==> config.mk <==
export PLATFORM = sky130hd
export DESIGN_NAME = i2c_ptr_target
export DESIGN_NICKNAME = d
export VERILOG_FILES = /design/src/rtl/i2c_tgt_pkg.sv /design/src/rtl/i2c_tgt_linesync.sv /design/src/rtl/i2c_tgt_regfile.sv /design/src/rtl/i2c_tgt_fsm.sv /design/src/rtl/i2c_ptr_target.sv
export SDC_FILE = /design/constraint.sdc
export NUM_CORES = 1
export LEC_CHECK = 0
export ABC_AREA = 0
export BUFFER_PORTS_ARGS = -buffer_cell sky130_fd_sc_hd__buf_2
export CAP_MARGIN = 20
export CORE_UTILIZATION = 42
export DETAILED_ROUTE_END_ITERATION = 7
export SYNTH_ARGS = -nofsm -noshare
export SYNTH_HDL_FRONTEND = slang
export SYNTH_SLANG_ARGS = --single-unit
==> constraint.sdc <==
create_clock -name clk -period 2.2 [get_ports clk]
set_input_delay 0.11 -clock clk [delete_from_list [all_inputs] [get_ports clk]]
set_output_delay 0.11 -clock clk [all_outputs]
set_load 0.05 [all_outputs]
==> src/rtl/i2c_tgt_pkg.sv <==
package i2c_tgt_pkg;
  localparam int BYTE_W = 8;

  typedef enum logic [2:0] {
    ST_IDLE,
    ST_ADDR,
    ST_AACK,
    ST_WBYTE,
    ST_WACK,
    ST_RBYTE,
    ST_RACK,
    ST_PARK
  } tgt_state_e;
endpackage

==> src/rtl/i2c_tgt_linesync.sv <==
module i2c_tgt_linesync #(
  parameter int STAGES = 2
) (
  input  logic clk,
  input  logic rst_n,
  input  logic scl_i,
  input  logic sda_i,
  output logic scl_s,
  output logic sda_s,
  output logic scl_rise,
  output logic scl_fall,
  output logic start_det,
  output logic stop_det
);
  logic [STAGES-1:0] scl_pipe;
  logic [STAGES-1:0] sda_pipe;
  logic              scl_q;
  logic              sda_q;

  generate
    if (STAGES == 1) begin : g_one
      always_ff @(posedge clk or negedge rst_n) begin
        if (!rst_n) begin
          scl_pipe <= '1;
          sda_pipe <= '1;
        end else begin
          scl_pipe <= scl_i;
          sda_pipe <= sda_i;
        end
      end
    end else begin : g_many
      always_ff @(posedge clk or negedge rst_n) begin
        if (!rst_n) begin
          scl_pipe <= '1;
          sda_pipe <= '1;
        end else begin
          scl_pipe <= {scl_pipe[STAGES-2:0], scl_i};
          sda_pipe <= {sda_pipe[STAGES-2:0], sda_i};
        end
      end
    end
  endgenerate

  always_ff @(posedge clk or negedge rst_n) begin
    if (!rst_n) begin
      scl_q <= 1'b1;
      sda_q <= 1'b1;
    end else begin
      scl_q <= scl_pipe[STAGES-1];
      sda_q <= sda_pipe[STAGES-1];
    end
  end

  assign scl_s     = scl_pipe[STAGES-1];
  assign sda_s     = sda_pipe[STAGES-1];
  assign scl_rise  = scl_s & ~scl_q;
  assign scl_fall  = ~scl_s & scl_q;
  assign start_det = scl_s & scl_q & sda_q & ~sda_s;
  assign stop_det  = scl_s & scl_q & ~sda_q & sda_s;
endmodule

==> src/rtl/i2c_tgt_regfile.sv <==
module i2c_tgt_regfile #(
  parameter int          NREGS    = 8,
  parameter logic [7:0]  RST_BASE = 8'h50,
  localparam int         AW       = $clog2(NREGS)
) (
  input  logic          clk,
  input  logic          rst_n,
  input  logic          we,
  input  logic [AW-1:0] addr,
  input  logic [7:0]    wdata,
  output logic [7:0]    rdata
);
  logic [7:0] mem_q [NREGS];

  generate
    for (genvar i = 0; i < NREGS; i++) begin : g_reg
      logic hit;
      assign hit = we && (addr == AW'(i));
      always_ff @(posedge clk or negedge rst_n) begin
        if (!rst_n) begin
          mem_q[i] <= RST_BASE + 8'(i);
        end else if (hit) begin
          mem_q[i] <= wdata;
        end
      end
    end
  endgenerate

  assign rdata = mem_q[addr];
endmodule

==> src/rtl/i2c_tgt_fsm.sv <==
module i2c_tgt_fsm
  import i2c_tgt_pkg::*;
#(
  parameter logic [6:0] DEV_ADDR = 7'h3A,
  parameter int         AW       = 3
) (
  input  logic          clk,
  input  logic          rst_n,
  input  logic          scl_s,
  input  logic          sda_s,
  input  logic          scl_rise,
  input  logic          scl_fall,
  input  logic          start_det,
  input  logic          stop_det,
  input  logic [7:0]    rd_data,
  output logic          reg_we,
  output logic [AW-1:0] reg_addr,
  output logic [7:0]    reg_wdata,
  output logic          sda_oe
);
  tgt_state_e    state_q, state_d;
  logic [3:0]    cnt_q, cnt_d;
  logic [7:0]    rx_q, rx_d;
  logic [7:0]    tx_q, tx_d;
  logic          rw_q, rw_d;
  logic          gc_q, gc_d;
  logic          first_q, first_d;
  logic          mack_q, mack_d;
  logic [AW-1:0] ptr_q, ptr_d;

  logic [6:0]    rx_addr;
  logic          hit_dev;
  logic          hit_gc;
  logic          byte_end;

  assign rx_addr  = rx_q[7:1];
  assign hit_dev  = (rx_addr == DEV_ADDR) && (rx_addr[6:3] != 4'hF);
  assign hit_gc   = (rx_addr == 7'h00) && !rx_q[0];
  assign byte_end = scl_fall && (cnt_q == 4'd8);

  always_comb begin
    state_d = state_q;
    cnt_d   = cnt_q;
    rx_d    = rx_q;
    tx_d    = tx_q;
    rw_d    = rw_q;
    gc_d    = gc_q;
    first_d = first_q;
    mack_d  = mack_q;
    ptr_d   = ptr_q;
    reg_we  = 1'b0;

    if (stop_det) begin
      state_d = ST_IDLE;
    end else if (start_det) begin
      state_d = ST_ADDR;
      cnt_d   = 4'd0;
    end else begin
      case (state_q)
        ST_ADDR: begin
          if (scl_rise) begin
            rx_d  = {rx_q[6:0], sda_s};
            cnt_d = cnt_q + 4'd1;
          end
          if (byte_end) begin
            if (hit_dev || hit_gc) begin
              state_d = ST_AACK;
              rw_d    = rx_q[0];
              gc_d    = hit_gc;
              first_d = 1'b1;
            end else begin
              state_d = ST_PARK;
            end
          end
        end
        ST_AACK: begin
          if (scl_fall) begin
            cnt_d = 4'd0;
            if (rw_q) begin
              state_d = ST_RBYTE;
              tx_d    = rd_data;
              ptr_d   = ptr_q + 1'b1;
            end else begin
              state_d = ST_WBYTE;
            end
          end
        end
        ST_WBYTE: begin
          if (scl_rise) begin
            rx_d  = {rx_q[6:0], sda_s};
            cnt_d = cnt_q + 4'd1;
          end
          if (byte_end) begin
            state_d = ST_WACK;
            if (!gc_q) begin
              if (first_q) begin
                ptr_d   = rx_q[AW-1:0];
                first_d = 1'b0;
              end else begin
                reg_we = 1'b1;
                ptr_d  = ptr_q + 1'b1;
              end
            end
          end
        end
        ST_WACK: begin
          if (scl_fall) begin
            cnt_d   = 4'd0;
            state_d = ST_WBYTE;
          end
        end
        ST_RBYTE: begin
          if (scl_rise) begin
            cnt_d = cnt_q + 4'd1;
          end
          if (scl_fall) begin
            if (cnt_q == 4'd8) begin
              state_d = ST_RACK;
            end else begin
              tx_d = {tx_q[6:0], 1'b0};
            end
          end
        end
        ST_RACK: begin
          if (scl_rise) begin
            mack_d = ~sda_s;
          end
          if (scl_fall) begin
            if (mack_q) begin
              state_d = ST_RBYTE;
              cnt_d   = 4'd0;
              tx_d    = rd_data;
              ptr_d   = ptr_q + 1'b1;
            end else begin
              state_d = ST_PARK;
            end
          end
        end
        default: ;
      endcase
    end
  end

  always_ff @(posedge clk or negedge rst_n) begin
    if (!rst_n) begin
      state_q <= ST_IDLE;
      cnt_q   <= 4'd0;
      rx_q    <= 8'h00;
      tx_q    <= 8'h00;
      rw_q    <= 1'b0;
      gc_q    <= 1'b0;
      first_q <= 1'b0;
      mack_q  <= 1'b0;
      ptr_q   <= '0;
    end else begin
      state_q <= state_d;
      cnt_q   <= cnt_d;
      rx_q    <= rx_d;
      tx_q    <= tx_d;
      rw_q    <= rw_d;
      gc_q    <= gc_d;
      first_q <= first_d;
      mack_q  <= mack_d;
      ptr_q   <= ptr_d;
    end
  end

  always_comb begin
    case (state_q)
      ST_AACK, ST_WACK: sda_oe = 1'b1;
      ST_RBYTE:         sda_oe = ~tx_q[7];
      default:          sda_oe = 1'b0;
    endcase
  end

  assign reg_addr  = ptr_q;
  assign reg_wdata = rx_q;

  // a detected STOP parks the machine in idle
  p_stop_to_idle_r2: assert property (@(posedge clk) disable iff (!rst_n)
    stop_det |=> (state_q == ST_IDLE));

  // a START (first or repeated) restarts address reception, pointer kept
  p_start_restarts_r9: assert property (@(posedge clk) disable iff (!rst_n)
    (start_det && !stop_det) |=> (state_q == ST_ADDR) && (cnt_q == 4'd0) && (ptr_q == $past(ptr_q)));

  // the address held during an ACK slot is never in the 10-bit prefix range
  p_no_prefix_ack_r4: assert property (@(posedge clk) disable iff (!rst_n)
    (state_q == ST_AACK) |-> (rx_q[7:4] != 4'hF));

  // a general-call data byte leaves the pointer untouched
  p_gc_keeps_ptr_r5: assert property (@(posedge clk) disable iff (!rst_n)
    (gc_q && (state_q == ST_WBYTE) && byte_end && !start_det && !stop_det) |=> (ptr_q == $past(ptr_q)));

  // every register store is followed by a wrapping pointer step
  p_store_steps_ptr_r6: assert property (@(posedge clk) disable iff (!rst_n)
    reg_we |=> (ptr_q == $past(ptr_q) + 1'b1));

  // the data drive only moves while the synchronised clock line is low
  p_drive_moves_low_r10: assert property (@(posedge clk) disable iff (!rst_n)
    (sda_oe != $past(sda_oe)) |-> !scl_s);
endmodule

==> src/rtl/i2c_ptr_target.sv <==
module i2c_ptr_target #(
  parameter logic [6:0] DEV_ADDR    = 7'h3A,
  parameter int         NREGS       = 8,
  parameter logic [7:0] RST_BASE    = 8'h50,
  parameter int         SYNC_STAGES = 2
) (
  input  logic clk,
  input  logic rst_n,
  input  logic scl_i,
  input  logic sda_i,
  output logic sda_oe_o
);
  localparam int AW = $clog2(NREGS);

  logic          scl_s;
  logic          sda_s;
  logic          scl_rise;
  logic          scl_fall;
  logic          start_det;
  logic          stop_det;
  logic          reg_we;
  logic [AW-1:0] reg_addr;
  logic [7:0]    reg_wdata;
  logic [7:0]    reg_rdata;

  i2c_tgt_linesync #(
    .STAGES (SYNC_STAGES)
  ) u_sync (
    .clk       (clk),
    .rst_n     (rst_n),
    .scl_i     (scl_i),
    .sda_i     (sda_i),
    .scl_s     (scl_s),
    .sda_s     (sda_s),
    .scl_rise  (scl_rise),
    .scl_fall  (scl_fall),
    .start_det (start_det),
    .stop_det  (stop_det)
  );

  i2c_tgt_fsm #(
    .DEV_ADDR (DEV_ADDR),
    .AW       (AW)
  ) u_fsm (
    .clk       (clk),
    .rst_n     (rst_n),
    .scl_s     (scl_s),
    .sda_s     (sda_s),
    .scl_rise  (scl_rise),
    .scl_fall  (scl_fall),
    .start_det (start_det),
    .stop_det  (stop_det),
    .rd_data   (reg_rdata),
    .reg_we    (reg_we),
    .reg_addr  (reg_addr),
    .reg_wdata (reg_wdata),
    .sda_oe    (sda_oe_o)
  );

  i2c_tgt_regfile #(
    .NREGS    (NREGS),
    .RST_BASE (RST_BASE)
  ) u_regs (
    .clk   (clk),
    .rst_n (rst_n),
    .we    (reg_we),
    .addr  (reg_addr),
    .wdata (reg_wdata),
    .rdata (reg_rdata)
  );
endmodule

## Word level (Yosys, flattened, before mapping)

Index checks and enable logic that the tools add are counted.
W data, S select, Z words.

- Add/subtract/negate cells: 2
- Equal/unequal tests: 37
- $lt $le $gt $ge: 1
- Bitwise operators: 15
- Multiplexer cells: 49
- Reduce and logical (&&, ||, !) cells: 31

Operators with widths:

| operator | number |
|---|---|
| $mux W8 | 8 |
| $mux W3 | 18 |
| $ne A4 B3 Y1 const B | 7 |
| $bmux W8 S3 | 1 |
| $pmux W8 S3 | 1 |
| $eq A3 B3 Y1 const B | 7 |
| $mux W4 | 5 |
| $pmux W3 S6 | 1 |
| $reduce_and A9 Y1 | 2 |
| $ne A2 B1 Y1 const B | 8 |
| $eq A3 B2 Y1 const B | 4 |
| $pmux W4 S3 | 1 |
| $logic_and A1 B1 Y1 | 11 |
| $mux W1 | 10 |
| $pmux W3 S3 | 1 |
| $reduce_and A4 Y1 | 2 |
| $reduce_and A8 Y1 | 1 |
| $reduce_bool A8 Y1 | 1 |
| $and A1 B1 Y1 | 7 |
| $eq A7 B6 Y1 const B | 1 |
| $logic_not A7 Y1 | 1 |
| $not A1 Y1 | 7 |
| $reduce_and A7 Y1 | 1 |
| $eq A3 B1 Y1 const B | 2 |
| 21 further kinds | 27 |

- Input port bits: 4
- Flip-flop bits (word level): 100

## Logic depth before layout (Yosys ltp)

Gate-level depths: netlist of run 1.

- Word-level depth: 8
- Depth in mapped cells: 8
- Depth with buffers taken out: 7

## Hierarchy

From an unflattened synthesis of run 1, not the netlist that was laid out.

- Cells, all modules: 397
- Area total of the unflattened synthesis: 5,032.3 um^2

Modules (own cells, without submodules):

| module | area each (um^2) | times used | cells an instance |
|---|---|---|---|
| i2c_tgt_regfile | 3,130.5 | 1 | 213 |
| i2c_tgt_fsm | 1,711.6 | 1 | 174 |
| i2c_tgt_linesync | 190.2 | 1 | 10 |

## Worst setup path before layout of run 1

No wires, ideal clock.

- Path kind: register to register
- From: register u_fsm.ptr_q[1], in the netlist u_fsm.reg_addr[1]
- To: register u_regs.mem_q[17] in the netlist's numbering
- Setup slack: 0.239 ns
- Data arrival time: 1.836 ns
- Library setup time: 0.125 ns
- Path buffers: 2
- Data required time: 2.075 ns
- Stages on the path, launching flop included: 7
- Cell sequence: dfrtp_1 -> clkbuf_1 -> clkbuf_1 -> inv_1 -> ha_1 -> nand3_2 -> mux2_2

- Cells in the longest elaborated chain, start to end: 2

Ends and longest elaborated chain:

| what | RTL line | source |
|---|---|---|
| from (decl) | i2c_tgt_fsm.sv:29 | `logic [AW-1:0] ptr_q, ptr_d;` |
| from (signal assigned) | i2c_tgt_fsm.sv:164 | `ptr_q <= ptr_d;` |
| $eq A3 B3 Y1 | i2c_tgt_regfile.sv:18 | `assign hit = we && (addr == AW'(i));` |
| $logic_and A1 B1 Y1 | i2c_tgt_regfile.sv:18 |  |
| to (signal, indexed assignment) | i2c_tgt_regfile.sv:21 | `mem_q[i] <= RST_BASE + 8'(i);` |
| to (signal, indexed assignment) | i2c_tgt_regfile.sv:23 | `mem_q[i] <= wdata;` |
| to (decl) | i2c_tgt_regfile.sv:13 | `logic [7:0] mem_q [NREGS];` |

No other way between the ends.
A chain may end at the register's enable or synchronous reset.

## Worst setup path after layout of run 1

- From: register u_fsm.cnt_q[0]
- To: register u_regs.mem_q[25] in the netlist's numbering

- Cells in the longest elaborated chain, start to end: 7

Ends and longest elaborated chain:

| what | RTL line | source |
|---|---|---|
| from (decl) | i2c_tgt_fsm.sv:22 | `logic [3:0] cnt_q, cnt_d;` |
| from (signal assigned) | i2c_tgt_fsm.sv:157 | `cnt_q <= cnt_d;` |
| $eq A4 B4 Y1 | i2c_tgt_fsm.sv:39 | `assign byte_end = scl_fall && (cnt_q == 4'd8);` |
| $logic_and A1 B1 Y1 | i2c_tgt_fsm.sv:39 |  |
| $mux W1 | i2c_tgt_fsm.sv:93 | `if (byte_end) begin` |
| $mux W1 | i2c_tgt_fsm.sv:59 | `case (state_q)` |
| $mux W1 | i2c_tgt_fsm.sv:55 | `end else if (start_det) begin` |
| $mux W1 | i2c_tgt_fsm.sv:53 | `if (stop_det) begin` |
| $logic_and A1 B1 Y1 | i2c_tgt_regfile.sv:18 |  |

No other way between the ends.

==> metrics, run 1 <==
Final Critical Period 2.06 ns; worst skew pair latency 0.34 ns; Layout Skew 0.00624 ns; worst-path maximum fanout 8; layout cell share with drive strength beyond 1 0.403; ys flop type dfrtp_1; clock share of power 0.328; Tot GR Track Use 0.193; Root Driver clkbuf_16; first-pass GRT wire length around 17 mm; pwr/cell area roughly 840 mW/mm2; cell accounting for the most synthesized area dfrtp_1; Avg Vias per Cell between 5 and 6; class of the worst hold path in -> async; Post-Syn Area per Cell roughly 13 um2; largest family of logic cells by synthesized area multiplexers; Final #Nets roughly 390; # IOs 5; drt first pass iters 4; CP top delay family simple AND/OR/NAND/NOR gates; R2R Path End u_regs.mem_q[25]$_DFFE_PN0P_; maximum clock path buffer count 2; TNS Setup 0 ns; GP Congestion 0.861; library cells used by synthesis 53; Synth Area in Compound Gates 0.0615; Sw Ratio 0.323; Routed Antenna Nets 0; worst-path cell chain inv_1, ha_1, nand3b_1, nor4_4, nand3_2, mux2_2; Switch Pwr roughly 1.5 mW; chip height approximately 110 um; fmax approximately 500 MHz; total power ~4.6 mW; residual DRC count 0; Crit Path Class reg -> reg; Post-Synth Adder-Cell Area 0.0206; Lkg Pwr about 2.5 nW; Die W roughly 110 um; CTS Buf Count 9; initial antenna violation count 0; depth of the worst register-to-register path 6; Post-Syn Nets 376; mapped cell area 0.00486 mm2; final WL 10.3 mm; sequential power share 0.451; sequential cell area fraction in the yosys report 0.523; ANT cells 0; P&R area growth vs syn 12.5%; CP Capture Point u_regs.mem_q[25]$_DFFE_PN0P_; Least-Margin Pin Slew 0.543 ns; post-detailed-placement half-perimeter wirelength about 7.1 mm; worst vdd ir 0.552 mV; TritonCTS clock tree yes; initial core utilization 0.439; Final Max Slew Viols 0; Storage cell area 0.00254 mm2; Yosys warning total 0; die area between 0.01 and 0.015 mm2; arrival time worst endpoint around 2.3 ns; FF-to-FF setup slack about 0.14 ns; GRT overflow 0; Async S/R FF share, synth 1.00; crit start category register; Max Cap Viol 0; Synth Area in XOR/XNOR 0.00180; Crit path required time 2.43 ns; combinational power share 0.221; Critical R2R Launch u_fsm.cnt_q[0]$_DFFE_PN0P_; vias in the first global route 3021; Iteration-0 DRC Markers ~160; multiplexer share of the synthesized area 0.268; slowest cell on the critical path dfrtp_1; Post-synth EDFFs 0; Setup crit end kind register; Simple-Gate Fraction of Synth Area 0.0996; top cell type's share of synthesized area 0.340; RSZ-0062 raised after global routing no; multi-input logic area between 0.002 and 0.0025 mm2; Filler Cell Count 959; DR vias just under 3000; H-tree depth 3; outcome complete, no violations; Critical path origin u_fsm.cnt_q[0]$_DFFE_PN0P_; part of the cycle the worst path needs 0.934; pin count of the biggest net entering global routing 50; stages on the worst setup path 6; clock-pin slew on the worst setup and hold paths 0.07 ns; Pint ~3.1 mW; crit-path max cell delay about 0.43 ns; DR WL/cell just under 20 um; Core ar. approximately 0.011 mm2; Area contributors post-synth dfrtp_1 (34%), dfstp_2 (18%), mux2_2 (11%), mux4_2 (7.4%), mux2_1 (5.6%); worst rel slew slack 0.636; FP Rows 38; Syn Inst Count 364; # setup viols final 0; final hold vios 0; Port Buf Inserts 4; final hold slack approximately 0.27 ns; clock sinks 100; register bit total from synthesis 100; Buf/Inv on CP 1
cell usage after synthesis (2+ instances only):
| master | n |
|---|---|
| dfrtp_1 | 66 |
| mux2_2 | 49 |
| dfstp_2 | 34 |
| nand2_1 | 29 |
| mux2_1 | 24 |
| clkbuf_1 | 17 |
| mux4_2 | 16 |
| mux2i_1 | 12 |
| ha_1 | 8 |
| inv_1 | 8 |
| o21ai_0 | 8 |
| a21oi_1 | 7 |
| nor2_1 | 7 |
| o221ai_1 | 7 |
| buf_2 | 6 |
| nand3_1 | 5 |
| a31oi_1 | 4 |
| nand2b_1 | 4 |
| nand2_4 | 3 |
| nand3_2 | 3 |
| nor2b_1 | 3 |
| nor3_1 | 3 |
| o21ai_1 | 3 |
| o22ai_1 | 3 |
| a211oi_1 | 2 |
| and3_1 | 2 |
| and3b_1 | 2 |
| nand4_1 | 2 |
| nor4b_1 | 2 |
| or2_2 | 2 |
final cells by class:
type,instances,area share
Multi-Input combinational cell,233,0.403
Clock inverter,7,0.0107
Timing Repair Buffer,28,0.0430
Sequential cell,100,0.465
Clock buffer,9,0.0412
Inverter,8,0.00549
Tap cell,140,0.0320
flip-flops by register name, summed over array words and instances (netlist names), 2 cells and up:
register and flops:
u_fsm.state_q 3, u_fsm.reg_addr 3, u_fsm.cnt_q 4, u_fsm.tx_q 8
u_fsm.reg_wdata 8, u_sync.scl_pipe 2, u_sync.sda_pipe 2, u_regs.mem_q 64
what timing repair did:
action | in CTS | in global routing
hold buffers | 3 | 0
gates resized for setup | 0 | 2
endpoints found under the hold margin | 24 | 0
setup endpoints to repair | 0 | 9
setup buffers | 0 | 0
cells by family (layout without fill, tap and decap cells):
family | after synthesis | after routing
buffers and inverters | 31 | 52
flip-flops | 100 | 100
XOR/XNOR | 1 | 1
multiplexers | 101 | 101
AND/OR/NAND/NOR | 79 | 79
AO/OA/AOI/OAI | 44 | 44
adder cells (fa/ha/maj) | 8 | 8
worst min-delay path by stage:
stage / to / slack (ns) / depth (start not counted)
floorplan: u_fsm.cnt_q[0]$_DFFE_PN0P_ / -0.19 / 0
global placement: u_regs.mem_q[25]$_DFFE_PN0P_ / 0.08 / 1
detailed placement: u_regs.mem_q[25]$_DFFE_PN0P_ / 0.09 / 1
CTS: u_regs.mem_q[5]$_DFFE_PN0P_ / 0.27 / 2
global route: u_regs.mem_q[24]$_DFFE_PN0P_ / 0.30 / 2
finish: u_regs.mem_q[24]$_DFFE_PN0P_ / 0.27 / 2
power by group through the flow:
stage	Sequential [mW]	Combinational (mW)	Clock (mW)
after floorplan	2.05	0.694	0
after global placement	2.10	0.999	0
after detailed placement	2.11	1.00	0
after CTS	2.07	1.01	1.55
after global routing	2.09	1.12	1.63
final	2.07	1.02	1.51
metal layers:
metal	global-route usage	wire length, um	vias to the layer above
met2	0.299	4800	30
li1	-	-	1378
met1	0.283	5050	1545
met5	0	0	-
met4	0.0486	124	0
met3	0.0338	274	8
through the flow:
stage | setup slack, ns | cells | utilization | cell area [um2]
final | 0.144 | 525 | 0.494 | 5470
after global routing | 0.00967 | 525 | 0.494 | 5470
after CTS | 0.132 | 525 | 0.493 | 5460
after detailed placement | 0.150 | 506 | 0.465 | 5150
after global placement | 0.192 | 506 | 0.465 | 5150
after floorplan | 0.239 | 364 | - | 4860
placed cells by master (no fill, tap or decap), types with 2 or more instances in the layout:
| cell type | instances |
|---|---|
| a211oi_1 | 2 |
| a21oi_1 | 7 |
| a31oi_1 | 4 |
| and3_1 | 2 |
| and3b_1 | 2 |
| buf_12 | 2 |
| buf_2 | 3 |
| buf_4 | 20 |
| clkbuf_16 | 9 |
| clkinv_4 | 2 |
| dfrtp_1 | 66 |
| dfstp_2 | 34 |
| dlygate4sd3_1 | 3 |
| ha_1 | 8 |
| inv_1 | 8 |
| inv_6 | 2 |
| mux2_1 | 24 |
| mux2_2 | 49 |
| mux2i_1 | 12 |
| mux4_2 | 16 |
| nand2_1 | 29 |
| nand2_4 | 3 |
| nand2b_1 | 4 |
| nand3_1 | 5 |
| nand3_2 | 3 |
| nand4_1 | 2 |
| nor2_1 | 7 |
| nor2b_1 | 3 |
| nor3_1 | 3 |
| nor4_4 | 2 |
| nor4b_1 | 2 |
| o21ai_0 | 7 |
| o21ai_1 | 4 |
| o221ai_1 | 7 |
| o22ai_1 | 3 |
| or2_2 | 2 |
Note: power is estimated with default switching activity, not from simulation.
==> run 2: changes to the inputs <==
--- a/config.mk
+++ b/config.mk
@@ -8,8 +8,11 @@
 export ABC_AREA = 0
 export BUFFER_PORTS_ARGS = -buffer_cell sky130_fd_sc_hd__buf_2
 export CAP_MARGIN = 20
+export CELL_PAD_IN_SITES_DETAIL_PLACEMENT = 0
+export CELL_PAD_IN_SITES_GLOBAL_PLACEMENT = 2
 export CORE_UTILIZATION = 42
 export DETAILED_ROUTE_END_ITERATION = 7
+export PLACE_DENSITY_LB_ADDON = 0.1
 export SYNTH_ARGS = -nofsm -noshare
 export SYNTH_HDL_FRONTEND = slang
 export SYNTH_SLANG_ARGS = --single-unit
==> metrics, run 2 (synthesis results as in run 1) <==
residual DRC count 0; Max Cap Viol 0; Setup crit end kind register; Least-Margin Pin Slew approximately 0.55 ns; final hold vios 0; chip height around 110 um; Final Max Slew Viols 0; drt first pass iters 4; # setup viols final 0; placed cell area 0.00519 mm2; Core ar. between 0.01 and 0.015 mm2; clock-pin slew on the worst setup and hold paths 0.07 ns; sequential power share 0.446; P&R area growth vs syn 13.3%; crit start category register; worst vdd ir roughly 0.63 mV; arrival time worst endpoint between 2 and 2.5 ns; Layout Skew ~0.009 ns; first-pass GRT wire length around 17 mm; Tot GR Track Use 0.205; Placed Cells about 510; initial antenna violation count 0; Pint approximately 3.2 mW; Switch Pwr approximately 1.4 mW; maximum clock path buffer count 2; outcome complete, no violations; ANT cells 0; Port Buf Inserts 4; DR vias about 3000; FP Rows 38; cell area after layout around 0.0055 mm2; Die W about 110 um; Post-Layout Cell Count about 530; RSZ-0062 raised after global routing yes; pin count of the biggest net entering global routing 46; post-detailed-placement half-perimeter wirelength about 7.5 mm; worst-path maximum fanout 8; commonest non-fill, non-tap cell in the layout dfrtp_1; part of the cycle the worst path needs 0.942; DR WL/cell slightly above 20 um; fmax 482 MHz; worst rel slew slack 0.628; Core Util, Final 0.497; pwr/cell area 840 mW/mm2; Final Critical Period 2.07 ns; initial core utilization 0.439; Crit Path Class reg -> reg; total power about 4.6 mW; die area approximately 0.012 mm2; Lkg Pwr about 2.5 nW; H-tree depth 3; setup bufs post-CTS 0; most frequent cells in the layout dfrtp_1 (66), mux2_2 (49), dfstp_2 (34), nand2_1 (29), buf_4 (26); GRT overflow 0; max FFs per register 64; TritonCTS clock tree yes; Crit path required time roughly 2.4 ns; Root Driver clkbuf_16; clock sinks 100; Sw Ratio 0.312; Final #Nets a little under 400; Iteration-0 DRC Markers 151; Place WS about 0.16 ns; final hold slack 0.255 ns; combinational power share 0.231; Filler Cell Count between 900 and 1000; Reg with most FFs u_regs.mem_q; GP Congestion between 0.7 and 0.8; vias in the first global route between 2000 and 3000; TNS Setup 0 ns; final WL ~11 mm; layout cell share with drive strength beyond 1 0.402; worst skew pair latency between 0.3 and 0.4 ns; class of the worst hold path in -> async; clock share of power 0.322; CTS Buf Count 9; # IOs 5; Avg Vias per Cell approximately 5.6; Routed Antenna Nets 0; Worst Slack Setup Final approximately 0.13 ns
[run 2: cell type report]
class / instances / area (um2) / share of cell area
tap: 140 / 175 / 0.0318
clock inverter: 1 / 7.51 / 0.00136
inverter: 8 / 30.0 / 0.00545
multi-input combinational: 233 / 2200 / 0.400
clock buffer: 15 / 268 / 0.0486
sequential: 100 / 2540 / 0.462
timing repair buffer: 34 / 280 / 0.0509
[run 2: path summary, 6_finish.rpt]
check	slack [ns]	cells past startpoint	endpoint	from
max	0.13	6	u_regs.mem_q[27]$_DFFE_PN0P_	u_fsm.cnt_q[1]$_DFFE_PN0P_
min	0.26	2	u_fsm.cnt_q[3]$_DFFE_PN0P_	rst_n
max reg2reg	0.13	6	u_regs.mem_q[27]$_DFFE_PN0P_	u_fsm.cnt_q[1]$_DFFE_PN0P_
min reg2reg	0.36	0	u_sync.sda_pipe[1]$_DFF_PN1_	u_sync.sda_pipe[0]$_DFF_PN1_
max in group asynchronous	1.18	3	u_regs.mem_q[16]$_DFFE_PN1P_	rst_n
min in group clk	0.36	0	u_sync.sda_pipe[1]$_DFF_PN1_	u_sync.sda_pipe[0]$_DFF_PN1_
[run 2: power groups by stage]
stage | clock network [mW] | logic, mW | registers, mW
floorplan | 0 | 0.694 | 2.05
global placement | 0 | 1.06 | 2.09
CTS | 1.55 | 1.07 | 2.06
finish | 1.49 | 1.07 | 2.07
detailed placement | 0 | 1.06 | 2.09
global route | 1.61 | 1.16 | 2.08
[run 2: timing repair]
| item | CTS | global route |
|---|---|---|
| endpoints found under the setup margin | 0 | 4 |
| gates resized for setup | 0 | 1 |
| hold buffers | 3 | 0 |
| endpoints found under the hold margin | 20 | 0 |
[run 2: worst max-delay path: stages (launching register included)]
cell	delay [ns]
dfrtp_1	0.41
inv_1	0.07
ha_1	0.13
nand3b_1	0.23
nor4_4	0.41
nand3_2	0.33
mux2_2	0.37
[run 2: per-layer routing]
layer	vias to the layer above	track usage	part of all wire	wire, um
met1	1548	0.301	0.50	5430
met4	0	0.0657	0.014	150
met2	41	0.297	0.45	4860
li1	1387	-	-	-
met5	-	0	0	0
met3	12	0.0468	0.032	342
